File: src/rtl/pmu_pkg.sv
package pmu_pkg;
   localparam int REG_AW = 4;
   localparam int REG_DW = 32;

   localparam logic [REG_AW-1:0] A_CTRL = 4'h0;
   localparam logic [REG_AW-1:0] A_FILT = 4'h1;
   localparam logic [REG_AW-1:0] A_CFG0 = 4'h4;
   localparam logic [REG_AW-1:0] A_CNT0 = 4'h8;

   localparam int CTRL_EN_BIT   = 0;
   localparam int CTRL_CLR_BIT  = 1;
   localparam int CTRL_LOCK_BIT = 2;
   localparam int FILT_MASK_LSB = 16;

   localparam logic [7:0] SEL_RD_FILT = 8'h41;
   localparam logic [7:0] SEL_WR_FILT = 8'h42;
endpackage

File: src/rtl/pmu_id_filter.sv
module pmu_id_filter #(
   parameter int ID_W = 16
) (
   input  logic [ID_W-1:0] txn_id,
   input  logic [ID_W-1:0] ref_id,
   input  logic [ID_W-1:0] care,
   output logic            pass
);
   // only bits with care=1 take part in the compare
   assign pass = ((txn_id ^ ref_id) & care) == '0;
endmodule

File: src/rtl/pmu_evt_sel.sv
module pmu_evt_sel
   import pmu_pkg::*;
#(
   parameter int NUM_EVT = 64,
   parameter int SEL_W   = 8
) (
   input  logic [SEL_W-1:0]   code,
   input  logic [NUM_EVT-1:0] evt,
   input  logic               rd_vld,
   input  logic               rd_pass,
   input  logic               wr_vld,
   input  logic               wr_pass,
   output logic               hit
);
   localparam int IDX_W = (NUM_EVT > 1) ? $clog2(NUM_EVT) : 1;
   localparam logic [SEL_W-1:0] EVT_LIMIT = SEL_W'(NUM_EVT);
   localparam logic [SEL_W-1:0] CODE_RD   = SEL_W'(SEL_RD_FILT);
   localparam logic [SEL_W-1:0] CODE_WR   = SEL_W'(SEL_WR_FILT);

   always_comb begin
      hit = 1'b0;
      if (code < EVT_LIMIT)
         hit = evt[code[IDX_W-1:0]];
      else if (code == CODE_RD)
         hit = rd_vld & rd_pass;
      else if (code == CODE_WR)
         hit = wr_vld & wr_pass;
   end
endmodule

File: src/rtl/pmu_counter.sv
module pmu_counter #(
   parameter int CNT_W = 32
) (
   input  logic             clk,
   input  logic             rst_n,
   input  logic             clr,
   input  logic             run,
   input  logic             step,
   output logic [CNT_W-1:0] value,
   output logic             wrap
);
   assign wrap = run & step & (value == '1);

   always_ff @(posedge clk or negedge rst_n) begin
      if (!rst_n)
         value <= '0;
      else if (clr)
         value <= '0;
      else if (run && step)
         value <= value + 1'b1;
   end

   AST_CNT_STEP: assert property (@(posedge clk) disable iff (!rst_n)
      (run && step && !clr) |=> (value == $past(value) + 1'b1));
   AST_CNT_WRAP: assert property (@(posedge clk) disable iff (!rst_n)
      (wrap && !clr) |=> (value == '0));
   AST_CNT_IDLE: assert property (@(posedge clk) disable iff (!rst_n)
      (!run && !clr) |=> $stable(value));
endmodule

File: src/rtl/mc_perf_monitor.sv
module mc_perf_monitor
   import pmu_pkg::*;
#(
   parameter int NUM_CNT = 4,
   parameter int CNT_W   = 32,
   parameter int NUM_EVT = 64,
   parameter int SEL_W   = 8,
   parameter int ID_W    = 16
) (
   input  logic               clk,
   input  logic               rst_n,
   input  logic               reg_we,
   input  logic [3:0]         reg_addr,
   input  logic [31:0]        reg_wdata,
   output logic [31:0]        reg_rdata,
   input  logic [NUM_EVT-1:0] evt_strobe,
   input  logic               rd_txn_vld,
   input  logic [ID_W-1:0]    rd_txn_id,
   input  logic               wr_txn_vld,
   input  logic [ID_W-1:0]    wr_txn_id,
   output logic               irq_o
);
   if (NUM_CNT < 2 || NUM_CNT > 4) begin : g_bad_cnt
      $error("NUM_CNT must be 2..4");
   end
   if (CNT_W < 2 || CNT_W > REG_DW) begin : g_bad_width
      $error("CNT_W must be 2..32");
   end
   if (NUM_EVT < 2 || NUM_EVT > 64) begin : g_bad_evt
      $error("NUM_EVT must be 2..64");
   end
   if (SEL_W < 7 || SEL_W > 8) begin : g_bad_sel
      $error("SEL_W must be 7 or 8");
   end
   if (ID_W < 1 || ID_W > 16) begin : g_bad_id
      $error("ID_W must be 1..16");
   end

   logic             en_q;
   logic             lock_q;
   logic [ID_W-1:0]  flt_id_q;
   logic [ID_W-1:0]  flt_mask_q;
   logic [SEL_W-1:0] cfg_q   [NUM_CNT];
   logic [CNT_W-1:0] cnt_val [NUM_CNT];
   logic [NUM_CNT-1:0] cnt_wrap;
   logic             clr_p;
   logic             run;
   logic             rd_pass;
   logic             wr_pass;
   logic             unused_wdata_bits;

   assign unused_wdata_bits = ^reg_wdata;
   assign clr_p = reg_we && (reg_addr == A_CTRL) && reg_wdata[CTRL_CLR_BIT];
   assign run   = en_q && !lock_q;
   assign irq_o = lock_q;

   // register writes
   always_ff @(posedge clk or negedge rst_n) begin
      if (!rst_n) begin
         en_q       <= 1'b0;
         flt_id_q   <= '0;
         flt_mask_q <= '0;
         for (int k = 0; k < NUM_CNT; k++) cfg_q[k] <= '0;
      end else if (reg_we) begin
         if (reg_addr == A_CTRL)
            en_q <= reg_wdata[CTRL_EN_BIT];
         if (reg_addr == A_FILT) begin
            flt_id_q   <= reg_wdata[ID_W-1:0];
            flt_mask_q <= reg_wdata[FILT_MASK_LSB +: ID_W];
         end
         for (int k = 0; k < NUM_CNT; k++)
            if (reg_addr == REG_AW'(int'(A_CFG0) + k))
               cfg_q[k] <= reg_wdata[SEL_W-1:0];
      end
   end

   // window lock: clear beats a same-edge timer wrap
   always_ff @(posedge clk or negedge rst_n) begin
      if (!rst_n)
         lock_q <= 1'b0;
      else if (clr_p)
         lock_q <= 1'b0;
      else if (cnt_wrap[0])
         lock_q <= 1'b1;
   end

   pmu_id_filter #(.ID_W(ID_W)) u_rd_flt (
      .txn_id(rd_txn_id), .ref_id(flt_id_q), .care(flt_mask_q), .pass(rd_pass));
   pmu_id_filter #(.ID_W(ID_W)) u_wr_flt (
      .txn_id(wr_txn_id), .ref_id(flt_id_q), .care(flt_mask_q), .pass(wr_pass));

   for (genvar i = 0; i < NUM_CNT; i++) begin : g_cnt
      logic hit;
      if (i == 0) begin : g_timer
         assign hit = 1'b1;
      end else begin : g_event
         pmu_evt_sel #(.NUM_EVT(NUM_EVT), .SEL_W(SEL_W)) u_sel (
            .code(cfg_q[i]), .evt(evt_strobe),
            .rd_vld(rd_txn_vld), .rd_pass(rd_pass),
            .wr_vld(wr_txn_vld), .wr_pass(wr_pass),
            .hit(hit));
      end

      pmu_counter #(.CNT_W(CNT_W)) u_ctr (
         .clk(clk), .rst_n(rst_n), .clr(clr_p), .run(run),
         .step(hit), .value(cnt_val[i]), .wrap(cnt_wrap[i]));

      AST_LOCK_FREEZE: assert property (@(posedge clk) disable iff (!rst_n)
         (lock_q && !clr_p) |=> $stable(cnt_val[i]));
   end

   // combinational read mux
   always_comb begin
      reg_rdata = '0;
      if (reg_addr == A_CTRL) begin
         reg_rdata[CTRL_EN_BIT]   = en_q;
         reg_rdata[CTRL_LOCK_BIT] = lock_q;
      end
      if (reg_addr == A_FILT) begin
         reg_rdata[ID_W-1:0]              = flt_id_q;
         reg_rdata[FILT_MASK_LSB +: ID_W] = flt_mask_q;
      end
      for (int k = 0; k < NUM_CNT; k++) begin
         if (reg_addr == REG_AW'(int'(A_CFG0) + k))
            reg_rdata[SEL_W-1:0] = cfg_q[k];
         if (reg_addr == REG_AW'(int'(A_CNT0) + k))
            reg_rdata[CNT_W-1:0] = cnt_val[k];
      end
   end

   AST_TMR_LOCK: assert property (@(posedge clk) disable iff (!rst_n)
      (cnt_wrap[0] && !clr_p) |=> irq_o);
   AST_IRQ_SOURCE: assert property (@(posedge clk) disable iff (!rst_n)
      $rose(irq_o) |-> $past(cnt_wrap[0]));
   AST_CLR_RELEASE: assert property (@(posedge clk) disable iff (!rst_n)
      clr_p |=> (!irq_o && cnt_val[0] == '0));
endmodule

File: config.mk
export PLATFORM = sky130hd
export DESIGN_NAME = mc_perf_monitor
export DESIGN_NICKNAME = d
export VERILOG_FILES = /design/src/rtl/pmu_pkg.sv /design/src/rtl/pmu_id_filter.sv /design/src/rtl/pmu_evt_sel.sv /design/src/rtl/pmu_counter.sv /design/src/rtl/mc_perf_monitor.sv
export SDC_FILE = /design/constraint.sdc
export NUM_CORES = 1
export LEC_CHECK = 0
export CAP_MARGIN = 20
export CORE_MARGIN = 2
export CORE_UTILIZATION = 61
export CTS_CLUSTER_DIAMETER = 80
export DETAILED_ROUTE_END_ITERATION = 8
export GPL_ROUTABILITY_DRIVEN = 0
export PLACE_DENSITY = 0.87
export RECOVER_POWER = 100
export SYNTH_ARGS = -nofsm -noshare
export SYNTH_HDL_FRONTEND = slang
export SYNTH_SLANG_ARGS = --single-unit
File: constraint.sdc
create_clock -name clk -period 4.4 [get_ports clk]
set_clock_uncertainty 0.05 [all_clocks]
set_input_delay 0.88 -clock clk [delete_from_list [all_inputs] [get_ports clk]]
set_output_delay 0.88 -clock clk [all_outputs]
set_load 0.02 [all_outputs]
==> summary.md <==
| Metric | Value |
|---|---|
| DPL Wire Length | 31,300 um |
| Die area | 22,000 um2 |
| Main area contributors after synthesis | dfrtp_1, mux2_2, mux4_2 |
| Core Box Area | 20,300 um2 |
| Synth Warn # | 0 |
| Compound-Gate Fraction of Synth Area | 15.8% |
| Number of port buffers | 169 |
| H-tree depth | 4 |
| CTS tree | yes |
| Grt met3 use | 11.5% |
| Most frequent cell after synthesis | dfrtp_1 |
| Diode count | 0 |
| Syn Nets | 1,470 |
| Drt drc | 0 |
| Worst EP required | 3.47 ns |
| CTS max path bufs | 2 |
| Die height | 148 um |
| Reg clk slew, reported paths | 0.07 ns |
| Crit path arrival time | 3.38 ns |
| Critical path fanouts, max | 7 |
| CTS sink cnt | 194 |
| Worst-Margin Slew | 2.28 ns |
| Grt met1 use | 53.3% |
| Max-slew violations | 165 |
| Crit path capture | reg_rdata[1] |
| GRT Total Usage | 38.6% |
| WS Path Type | in2out |
| Crit-path most repeated cell | clkdlybuf4s50_1 |
| Rel. slew slack | -52.1% |
| Placed instance area | 14,700 um2 |
| Mux contribution to synthesized area | 15.1% |
| Worst-skew pair later-pin latency | 0.43 ns |
| Post-route cell area | 15,200 um2 |
| Area delta synth->final | 20.0% |
| Synth unique cells | 75 |
| Top_reg_cell synth | dfrtp_1 |
| Seq/Total Area, Yosys | 38.3% |
| Register-to-register setup slack | 0.31 ns |
| Worst setup EP type | output pin |
| Row count | 52 |
| Share of Yosys cell area claimed by the top area cell type | 38.3% |
| EDFF count, synth | 0 |
| Post-synth top cells | dfrtp_1, nand2_1, nor2_1 |
| Post-synthesis cell area | 12,700 um2 |
| Fillers | 1,412 |
| Worst Reg-to-Reg Cells | 9 |
| Vias in the first global route | 11.9k |
| Via-to-Cell Ratio | 7.16 |
| Chip width | 148 um |
| Root Buffer | clkbuf_16 |
| Dominant cell type by area after synthesis | dfrtp_1 |
| Synthesized area per cell | 9.54 um2 |
| Fin nets | 1,612 |
| Initial antenna violation count | 0 |
| First-pass GRT wire length | 65,900 um |
| Type of origin of the critical path | input pin |
| Async set or reset register ratio after synthesis | 100% |
| Setup crit start | reg_addr[0] |
| Gr busiest metal | met2 |
| Largest net degree at the start of global routing | 90 |
| Xor/xnor share of the synthesized area | 5.45% |
| R2R Path End | g_cnt[1].u_ctr.value[13] |
| Crit share post-route | 98.0% |
| Initial core utilization | 62.5% |
| Final wirelength | 42,300 um |
| Period minus WS final | 4.31 ns |
| Routed vias | 12.6k |
| GR Layer Usage met2 | 59.1% |
| Lkg Pwr | 5.97 nW |
| Drt initial violations | 2,027 |
| Fin Setup TNS | 0 ns |
| Failing checks | capacitance limit, slew limit |
| Combinational family with the most area after synthesis | simple AND/OR/NAND/NOR gates |
| RSZ-0062 raised after global routing | no |
| Pwr Density | 387 nW/um2 |
| Hold_buf cts | 0 |
| Post-route ant nets | 0 |
| FF-to-FF Start | cfg_q[16] |
| Simple-gate share of the synthesized area | 21.3% |
| Critical Path Max Stage Delay | 0.61 ns |
| Post-Synthesis Cells | 1,329 |
| Min-Delay Path Class | reg2reg |
| Total grt overflow | 0 |
| Total CTS buffers | 17 |
| Max Cap Viol | 3 |
| Fmax | 232 MHz |
| I/O pins | 170 |
| Status | finished with violations |
| Pre-antenna DRT Iters | 7 |
| Final hold viol count | 0 |
| Layout cells sized above 1 | 12.1% |
| Avg WL per Cell | 24.1 um |
| Register Area | 4850 um2 |
| Crit path cell chain | clkdlybuf4s50_1 -> buf_4 -> nand2b_1 -> nor2_1 -> a22oi_1 -> a41oi_1 -> a221o_1 -> clkdlybuf4s50_1 |
| Peak supply drop | 318 uV |
| Post-Synth Adder-Cell Area | 0.395% |
| Multi-input logic area | 7370 um2 |
| Crit-path slowest cell | clkdlybuf4s50_1 |
| Yosys reg bits | 194 |
| Final Setup Violations | 0 |
[cell usage in the layout (no fill, tap or decap), types with 12 or more instances in the layout]
cell type	Yosys	final
or3_1	35	35
mux2i_1	37	37
inv_1	25	25
xnor2_1	18	18
a21oi_1	77	77
a222oi_1	25	25
o31ai_1	15	16
nor4_1	21	21
nor2_1	96	94
clkdlybuf4s50_1	0	144
dlygate4sd3_1	0	23
nand3_1	72	72
buf_4	8	18
nand3b_1	12	12
nor3_1	19	17
o21ai_0	49	49
nand4_1	25	25
and3_1	16	16
dfrtp_1	194	194
nand2b_1	12	12
mux4_2	30	30
or4_1	22	22
clkbuf_16	0	17
mux2_2	71	70
a22oi_1	65	65
nand2_1	119	119
xor2_1	61	61
[state kept, by name (all words and copies together) (netlist names)]
| name | count |
|---|---|
| g_cnt.u_ctr.value | 128 |
| cfg_q | 32 |
| flt_id_q | 16 |
| flt_mask_q | 16 |
| en_q | 1 |
| irq_o | 1 |
[worst min-delay path by stage]
stage	startpoint	endpoint	slack [ns]	cells past startpoint
finish	cfg_q[26]	cfg_q[26]	0.47	1
global route	cfg_q[26]	cfg_q[26]	0.49	1
CTS	cfg_q[26]	cfg_q[26]	0.47	1
detailed placement	cfg_q[26]	cfg_q[26]	0.45	1
global placement	cfg_q[26]	cfg_q[26]	0.45	1
floorplan	cfg_q[24]	cfg_q[24]	0.43	1
[timing repair]
action	4_1_cts	5_1_grt
buffers inserted	0	0
resized for setup	0	1
setup endpoints to repair	0	1
[per-layer routing]
metal	vias to the layer above	part of all wire, %	wire length, um
li1	5335	-	-
met1	6020	37	15700
met2	1049	45	19000
met3	161	14	6130
met4	0	3.6	1530
met5	-	0	0
[power breakdown]
part	leakage [nW]	switching, mW	internal (mW)
sequential	2.49	0.607	2.08
clock	0.282	0.722	0.869
combinational	3.20	0.814	0.798
total	5.97	2.14	3.75
[stage by stage]
step                      cells  utilization (%)  hold WS (ns)  setup slack (ns)  power [mW]
after floorplan            1329                -         0.430             0.838        3.54
after global placement     1721             72.4         0.446             0.236        4.17
after detailed placement   1721             72.4         0.453             0.203        4.25
after CTS                  1753             75.3         0.468             0.174        5.82
after global routing       1754             75.0         0.486            0.0153        6.10
final                      1754             75.0         0.468            0.0865        5.89
[logic make-up after synthesis]
logic type,count (synthesis)
muxes,141
DFF,194
buffers and inverters,106
and+or+nand+nor,511
adders and majority gates,4
xor gates and xnor gates,79
AOI/OAI and AO/OA,294
[cell type report]
class | count | area share (%)
Multi-Input combinational cell | 1029 | 48.4
Sequential cell | 194 | 31.9
Timing Repair Buffer | 204 | 13.0
Clock buffer | 20 | 2.94
Tap cell | 270 | 2.22
Clock inverter | 12 | 0.954
Inverter | 25 | 0.617
[critical path, delay by kind of cell]
kind	cells	cell delay (ns)
compound gates	3	0.74
simple gates	2	0.54
buf+inv	3	1.24
Power figures use the tool's default switching activity.
